File: src/rtl/rstctl_pkg.sv
package rstctl_pkg;
  typedef enum logic [2:0] {
    ST_IDLE    = 3'd0,
    ST_WAKE    = 3'd1,
    ST_PINHOLD = 3'd2,
    ST_TAIL    = 3'd3,
    ST_WDTHOLD = 3'd4
  } rst_state_e;
endpackage

File: src/rtl/rstctl_mcdiv.sv
// Machine-cycle strobe generator with a synchronous phase restart.
module rstctl_mcdiv #(
  parameter int CLKS_PER_MC = 4
) (
  input  logic clk,
  input  logic por_n,
  input  logic resync,
  output logic mc_stb
);
  generate
    if (CLKS_PER_MC <= 1) begin : g_every
      assign mc_stb = 1'b1;
    end else begin : g_div
      localparam int W = $clog2(CLKS_PER_MC);
      logic [W-1:0] div_q;

      assign mc_stb = (div_q == W'(CLKS_PER_MC - 1));

      always_ff @(posedge clk or negedge por_n) begin
        if (!por_n)               div_q <= '0;
        else if (resync || mc_stb) div_q <= '0;
        else                       div_q <= div_q + 1'b1;
      end

      // Strobe is a single clock wide and never repeats on the next clock.
      assert_stb_spacing_R2: assert property (@(posedge clk) disable iff (!por_n)
        mc_stb |=> !mc_stb);
    end
  endgenerate
endmodule

File: src/rtl/rstctl_pinqual.sv
// Two-flop synchronizer and low-time qualifier for the external reset pin.
module rstctl_pinqual #(
  parameter int QUAL_MC = 2
) (
  input  logic clk,
  input  logic por_n,
  input  logic pin_n,
  input  logic mc_stb,
  output logic pin_low,
  output logic pin_ok
);
  localparam int CW = $clog2(QUAL_MC + 1);

  logic          s1_q, s2_q;
  logic [CW-1:0] cnt_q;

  always_ff @(posedge clk or negedge por_n) begin
    if (!por_n) begin
      s1_q <= 1'b1;
      s2_q <= 1'b1;
    end else begin
      s1_q <= pin_n;
      s2_q <= s1_q;
    end
  end

  always_ff @(posedge clk or negedge por_n) begin
    if (!por_n)                                   cnt_q <= '0;
    else if (s2_q)                                cnt_q <= '0;
    else if (mc_stb && cnt_q != CW'(QUAL_MC))     cnt_q <= cnt_q + 1'b1;
  end

  assign pin_low = !s2_q;
  assign pin_ok  = (cnt_q == CW'(QUAL_MC));

  // Qualification is reached only on a strobe that sampled the pin low.
  assert_qual_on_strobe_R2: assert property (@(posedge clk) disable iff (!por_n)
    $rose(pin_ok) |-> ($past(mc_stb) && $past(!s2_q)));
endmodule

File: src/rtl/rstctl_seq.sv
// Reset sequencer: source priority, hold timing and the sticky watchdog flag.
module rstctl_seq
  import rstctl_pkg::*;
#(
  parameter int HOLD_MC = 2
) (
  input  logic clk,
  input  logic por_n,
  input  logic mc_stb,
  input  logic pin_low,
  input  logic pin_ok,
  input  logic pdown,
  input  logic clk_stable,
  input  logic wdt_tmo,
  input  logic flag_clr,
  output logic in_reset,
  output logic wake_req,
  output logic resync,
  output logic wdt_flag
);
  localparam int HW = (HOLD_MC > 1) ? $clog2(HOLD_MC) : 1;

  rst_state_e    st_q, st_nxt;
  logic [HW-1:0] hcnt_q;
  logic          hold_done;
  logic          timed_st;
  logic          wdt_take;

  assign timed_st  = (st_q == ST_TAIL) || (st_q == ST_WDTHOLD);
  assign hold_done = mc_stb && (hcnt_q == HW'(HOLD_MC - 1));

  always_comb begin
    st_nxt = st_q;
    unique case (st_q)
      ST_IDLE: begin
        if (pdown && pin_low)       st_nxt = ST_WAKE;
        else if (!pdown && pin_ok)  st_nxt = ST_PINHOLD;
        else if (!pdown && wdt_tmo) st_nxt = ST_WDTHOLD;
      end
      ST_WAKE:    if (clk_stable) st_nxt = ST_PINHOLD;
      ST_PINHOLD: if (!pin_low)   st_nxt = ST_TAIL;
      ST_TAIL, ST_WDTHOLD: begin
        if (pin_ok)         st_nxt = ST_PINHOLD;
        else if (hold_done) st_nxt = ST_IDLE;
      end
      default: st_nxt = ST_IDLE;
    endcase
  end

  assign resync   = (st_nxt != st_q) && ((st_nxt == ST_TAIL) || (st_nxt == ST_WDTHOLD));
  assign wdt_take = (st_q == ST_IDLE) && (st_nxt == ST_WDTHOLD);

  always_ff @(posedge clk or negedge por_n) begin
    if (!por_n) begin
      st_q   <= ST_TAIL;
      hcnt_q <= '0;
    end else begin
      st_q <= st_nxt;
      if (resync)                 hcnt_q <= '0;
      else if (mc_stb && timed_st) hcnt_q <= hcnt_q + 1'b1;
    end
  end

  always_ff @(posedge clk or negedge por_n) begin
    if (!por_n)        wdt_flag <= 1'b0;
    else if (wdt_take) wdt_flag <= 1'b1;
    else if (flag_clr) wdt_flag <= 1'b0;
  end

  assign in_reset = (st_q == ST_PINHOLD) || timed_st;
  assign wake_req = (st_q == ST_WAKE);

  assert_wdt_sets_flag_R5: assert property (@(posedge clk) disable iff (!por_n)
    (st_q == ST_IDLE && !pdown && !pin_ok && wdt_tmo) |=> (wdt_flag && st_q == ST_WDTHOLD));

  assert_flag_rise_src_R5: assert property (@(posedge clk) disable iff (!por_n)
    $rose(wdt_flag) |-> $past(wdt_tmo));

  assert_flag_keep_R6: assert property (@(posedge clk) disable iff (!por_n)
    (wdt_flag && !flag_clr) |=> wdt_flag);

  assert_pin_hold_R3: assert property (@(posedge clk) disable iff (!por_n)
    (st_q == ST_PINHOLD && pin_low) |=> (st_q == ST_PINHOLD));

  assert_wake_wait_R8: assert property (@(posedge clk) disable iff (!por_n)
    (st_q == ST_WAKE && !clk_stable) |=> (st_q == ST_WAKE && !in_reset));

  assert_wdt_hold_R4: assert property (@(posedge clk) disable iff (!por_n)
    (st_q == ST_WDTHOLD && !mc_stb && !pin_ok) |=> (st_q == ST_WDTHOLD));
endmodule

File: src/rtl/rstctl_top.sv
// Reset controller top: pin and watchdog sources, power-down wake, restart vector.
module rstctl_top #(
  parameter int          CLKS_PER_MC  = 4,
  parameter int          QUAL_MC      = 2,
  parameter int          HOLD_MC      = 2,
  parameter int          VEC_W        = 16,
  parameter logic [31:0] RESTART_ADDR = 32'h0
) (
  input  logic             clk,
  input  logic             por_n,
  input  logic             pin_n,
  input  logic             pdown,
  input  logic             clk_stable,
  input  logic             wdt_tmo,
  input  logic             flag_clr,
  output logic             sys_rst,
  output logic             clk_wake,
  output logic             wdt_flag,
  output logic [VEC_W-1:0] rst_vector
);
  logic mc_stb, resync, pin_low, pin_ok, in_reset, wake_req;

  rstctl_mcdiv #(.CLKS_PER_MC(CLKS_PER_MC)) u_div (
    .clk    (clk),
    .por_n  (por_n),
    .resync (resync),
    .mc_stb (mc_stb)
  );

  rstctl_pinqual #(.QUAL_MC(QUAL_MC)) u_qual (
    .clk     (clk),
    .por_n   (por_n),
    .pin_n   (pin_n),
    .mc_stb  (mc_stb),
    .pin_low (pin_low),
    .pin_ok  (pin_ok)
  );

  rstctl_seq #(.HOLD_MC(HOLD_MC)) u_seq (
    .clk        (clk),
    .por_n      (por_n),
    .mc_stb     (mc_stb),
    .pin_low    (pin_low),
    .pin_ok     (pin_ok),
    .pdown      (pdown),
    .clk_stable (clk_stable),
    .wdt_tmo    (wdt_tmo),
    .flag_clr   (flag_clr),
    .in_reset   (in_reset),
    .wake_req   (wake_req),
    .resync     (resync),
    .wdt_flag   (wdt_flag)
  );

  // The wake path uses the raw pin so it works with the clock stopped.
  assign clk_wake   = (pdown && !pin_n) || wake_req;
  assign sys_rst    = !por_n || in_reset;
  assign rst_vector = RESTART_ADDR[VEC_W-1:0];

  assert_wake_held_R8: assert property (@(posedge clk) disable iff (!por_n)
    (wake_req && !clk_stable) |=> (clk_wake && !sys_rst));
endmodule

File: config.mk
export PLATFORM = sky130hd
export DESIGN_NAME = rstctl_top
export DESIGN_NICKNAME = d
export VERILOG_FILES = /design/src/rtl/rstctl_pkg.sv /design/src/rtl/rstctl_mcdiv.sv /design/src/rtl/rstctl_pinqual.sv /design/src/rtl/rstctl_seq.sv /design/src/rtl/rstctl_top.sv
export SDC_FILE = /design/constraint.sdc
export NUM_CORES = 1
export LEC_CHECK = 0
export BUFFER_PORTS_ARGS = -buffer_cell sky130_fd_sc_hd__buf_2
export CORE_MARGIN = 2
export CORE_UTILIZATION = 35
export CTS_BUF_LIST = sky130_fd_sc_hd__clkbuf_8
export DETAILED_ROUTE_END_ITERATION = 10
export SYNTH_ARGS = -nofsm -noshare
export SYNTH_HDL_FRONTEND = slang
export SYNTH_HIERARCHICAL = 1
export SYNTH_SLANG_ARGS = --single-unit
export TNS_END_PERCENT = 50
File: constraint.sdc
create_clock -name clk -period 2.4 [get_ports clk]
set_clock_uncertainty 0.1 [all_clocks]
set_input_delay 0.48 -clock clk [delete_from_list [all_inputs] [get_ports clk]]
set_output_delay 0.48 -clock clk [all_outputs]
set_load 0.02 [all_outputs]
==> metrics.txt <==
# TYPE chip_impl_metric gauge
chip_impl_info{name="outcome",value="finished, final reports clean"} 1
chip_impl_info{name="worstSetupStartpointType",value="flip-flop"} 1
chip_impl_metric{name="grt_first_pass_wirelength",unit="um"} 2220
chip_impl_metric{name="cts.htree.levels",unit=""} 1
chip_impl_metric{name="filler_cell_count",unit=""} 234
chip_impl_metric{name="die_height",unit="um"} 52.5
chip_impl_metric{name="grt_max_degree",unit=""} 13
chip_impl_metric{name="synth-edff-count",unit=""} 0
chip_impl_metric{name="power-per-cell-area",unit="nW/um^2"} 1150
chip_impl_metric{name="grt_util_met3",unit="%"} 1.71
chip_impl_metric{name="gp_congestion",unit=""} 0.803
chip_impl_metric{name="synth_async_sr_flop_share",unit="%"} 100
chip_impl_metric{name="vias_per_cell",unit=""} 4.57
chip_impl_metric{name="synthToLayoutAreaGrowth",unit="%"} 5.46
chip_impl_metric{name="die_w",unit="um"} 52.5
chip_impl_metric{name="cts-resized-gates",unit=""} 0
chip_impl_metric{name="synth.ff_latch_count",unit=""} 11
chip_impl_metric{name="rows",unit=""} 17
chip_impl_metric{name="power.total",unit="mW"} 1.00
chip_impl_metric{name="required_time_of_the_critical_path",unit="ns"} 1.82
chip_impl_info{name="cts.root.buffer_cell",value="sky130_fd_sc_hd__clkbuf_8"} 1
chip_impl_metric{name="io_buffer_count",unit=""} 9
chip_impl_metric{name="multiInputGateArea",unit="um^2"} 427
chip_impl_metric{name="nNetsFinal",unit=""} 110
chip_impl_metric{name="vias",unit=""} 585
chip_impl_metric{name="syn-cell-area",unit="um^2"} 825
chip_impl_metric{name="postCtsHoldBufs",unit=""} 0
chip_impl_metric{name="first_global_vias",unit=""} 516
chip_impl_metric{name="drc",unit=""} 0
chip_impl_info{name="setup.worst_path.class",value="reg -> out"} 1
chip_impl_metric{name="grtUsageTotal",unit="%"} 10.9
chip_impl_metric{name="max-clock-path-buffers",unit=""} 2
chip_impl_metric{name="insertedDiodeCount",unit=""} 0
chip_impl_info{name="tritoncts",value="built"} 1
chip_impl_metric{name="worstPathMaxFanout",unit=""} 9
chip_impl_metric{name="critical_path_arrival",unit="ns"} 1.43
chip_impl_metric{name="starting_utilization_of_the_core_area",unit="%"} 37.3
chip_impl_metric{name="syn_inst",unit=""} 90
chip_impl_metric{name="dpl.hpwl",unit="um"} 1100
chip_impl_metric{name="vdd_ir_drop_max",unit="mV"} 0.588
chip_impl_metric{name="timing.reg2reg.setup_slack",unit="ns"} 0.51
chip_impl_metric{name="synth_top_area_share",unit="%"} 21.2
chip_impl_info{name="grt-busiest-layer",value="met2"} 1
chip_impl_info{name="hp-class",value="in -> async"} 1
chip_impl_info{name="worst_setup_path_end_kind",value="primary output"} 1
chip_impl_metric{name="route.final.wire_length",unit="um"} 1380
chip_impl_metric{name="post-route-period-util",unit="%"} 83.9
chip_impl_metric{name="ios",unit=""} 26
chip_impl_metric{name="cts_setup_buffers",unit=""} 0
chip_impl_info{name="rsz0062_at_grt",value="false"} 1
chip_impl_info{name="synth_flop_cell",value="sky130_fd_sc_hd__dfrtp_1"} 1
chip_impl_metric{name="synth_area_per_cell",unit="um^2"} 9.16
chip_impl_metric{name="slew_violations",unit=""} 0
chip_impl_metric{name="report.final.hold_viol_count",unit=""} 0
chip_impl_metric{name="totalNegativeSetupSlack",unit="ns"} 0
chip_impl_info{name="yosysTopAreaCell",value="sky130_fd_sc_hd__dfrtp_1"} 1
chip_impl_info{name="synth_top_cells_by_area",value="sky130_fd_sc_hd__dfrtp_1 21%, sky130_fd_sc_hd__buf_4 15%, sky130_fd_sc_hd__dfstp_2 13%"} 1
chip_impl_metric{name="clkSlewWorstSetupHoldPaths",unit="ns"} 0.05
chip_impl_metric{name="clock.fmax",unit="GHz"} 0.497
chip_impl_metric{name="core_area",unit="um^2"} 2210
chip_impl_metric{name="ys_seq_area_share",unit="%"} 34.0
chip_impl_metric{name="yosys.cell_types.count",unit=""} 38
chip_impl_metric{name="yosysWarningCount",unit=""} 6
chip_impl_metric{name="worst_skew_pair.late_latency",unit="ns"} 0.23
chip_impl_metric{name="post_drt_wl_per_cell",unit="um"} 10.8
chip_impl_metric{name="total_number_of_clock_tree_sinks",unit=""} 11
chip_impl_metric{name="globalRouteMet2Util",unit="%"} 17.3
chip_impl_metric{name="antenna_found_initial",unit=""} 0
chip_impl_metric{name="layout-drive-gt1-share",unit="%"} 28.0
chip_impl_metric{name="final_antenna_net_count",unit=""} 0
chip_impl_metric{name="drv_cap",unit=""} 0
chip_impl_metric{name="dieArea",unit="um^2"} 2760
chip_impl_metric{name="leakagePower",unit="nW"} 0.438
chip_impl_metric{name="global_route_track_usage_on_met1",unit="%"} 14.4
chip_impl_metric{name="final.min_clock_period",unit="ns"} 2.01
chip_impl_metric{name="dr.first_iter.drc_count",unit=""} 12
chip_impl_metric{name="dr.pass1.iters",unit=""} 4
chip_impl_metric{name="grt_overflow",unit=""} 0
chip_impl_metric{name="sequential_area",unit="um^2"} 280
chip_impl_metric{name="cts_buffers",unit=""} 3
chip_impl_metric{name="setup_violations",unit=""} 0
report_power, final:
group          total (mW)  internal [mW]  leakage [nW]  switching (mW)
clock network       0.177          0.112        0.0269          0.0656
logic               0.487          0.213         0.279           0.273
registers           0.338          0.262         0.133          0.0765
total                1.00          0.587         0.438           0.416
placed cells by master (no fill, tap or decap), drive strengths merged, types with 2 or more instances in the layout:
| master | n |
|---|---|
| inv | 9 |
| nor2b | 2 |
| dfstp | 4 |
| clkbuf | 3 |
| conb | 16 |
| o31ai | 2 |
| mux2 | 2 |
| a21oi | 4 |
| ha | 2 |
| nand2 | 8 |
| a21o | 2 |
| dfrtp | 7 |
| o21ai | 2 |
| a211oi | 2 |
| and2b | 3 |
| buf | 10 |
| nor3 | 2 |
| nor2 | 7 |
sequential cells by signal, summed over array words and instances, names as in the netlist:
signal	count
u_qual/cnt_q	2
u_qual/s2_q	1
u_seq/hcnt_q	1
u_qual/s1_q	1
u_seq/st_q	3
u_seq/wdt_flag	1
u_div/g_div.div_q	2
metrics by stage:
step | cells | hold WS, ns | utilization (%) | setup slack (ns) | area [um^2]
after floorplan | 105 | 0.0844 | - | 0.669 | 881
after global placement | 124 | 0.246 | 37.3 | 0.531 | 825
after detailed placement | 124 | 0.247 | 37.3 | 0.513 | 825
after CTS | 128 | 0.0116 | 39.3 | 0.374 | 870
after global routing | 128 | 0.0261 | 39.3 | 0.296 | 870
final | 128 | 0.0110 | 39.3 | 0.386 | 870
area by class of cell:
class                           instances  area share [%]
Tap cell                               28            4.03
Clock buffer                            3            4.75
Timing Repair Buffer                   10            6.04
Multi-Input combinational cell         67            49.1
Clock inverter                          1           0.432
Inverter                                8            3.45
Sequential cell                        11            32.2
synthesized netlist by cell type (2+ instances only):
master,count
sky130_fd_sc_hd__a211oi_1,2
sky130_fd_sc_hd__a21o_1,2
sky130_fd_sc_hd__a21oi_1,2
sky130_fd_sc_hd__and2b_1,2
sky130_fd_sc_hd__buf_4,17
sky130_fd_sc_hd__dfrtp_1,7
sky130_fd_sc_hd__dfstp_2,4
sky130_fd_sc_hd__ha_1,2
sky130_fd_sc_hd__inv_1,7
sky130_fd_sc_hd__mux2_2,2
sky130_fd_sc_hd__nand2_1,8
sky130_fd_sc_hd__nor2_1,6
sky130_fd_sc_hd__nor2b_1,2
sky130_fd_sc_hd__o21ai_0,2
sky130_fd_sc_hd__o31ai_1,2
worst paths after layout:
kind                                  from              end  depth (start not counted)
min                                  por_n  u_qual/cnt_q[1]                          1
min in group clk                     pin_n      u_qual/s1_q                          1
min reg2reg                    u_qual/s1_q      u_qual/s2_q                          0
max                          u_seq/st_q[0]          sys_rst                          4
max reg2reg                u_qual/cnt_q[0]     u_seq/hcnt_q                          7
max in group asynchronous            por_n    u_seq/st_q[0]                          1
kinds of logic after synthesis:
group	count (synthesis)	share of synthesized area (%)
AO/OA/AOI/OAI	17	17.3
XOR/XNOR	1	1.06
buffers and inverters	27	21.1
flip-flops	11	34.0
adder cells (fa/ha/maj)	2	3.03
multiplexers	3	3.95
other	1	0.455
AND/OR/NAND/NOR	28	19.1
worst max-delay path, stage by stage, from the launching register on:
cell and delay (ns):
sky130_fd_sc_hd__dfstp_2 0.63, sky130_fd_sc_hd__nor2_2 0.09, sky130_fd_sc_hd__a21o_1 0.18, sky130_fd_sc_hd__nand2b_1 0.14, sky130_fd_sc_hd__buf_2 0.17
routing by layer:
metal	up-vias	part of all wire, %
met5	-	0
li1	294	-
met1	275	45
met2	16	51
met3	0	4.3
met4	0	0
Note: power is estimated with default switching activity, not from simulation.
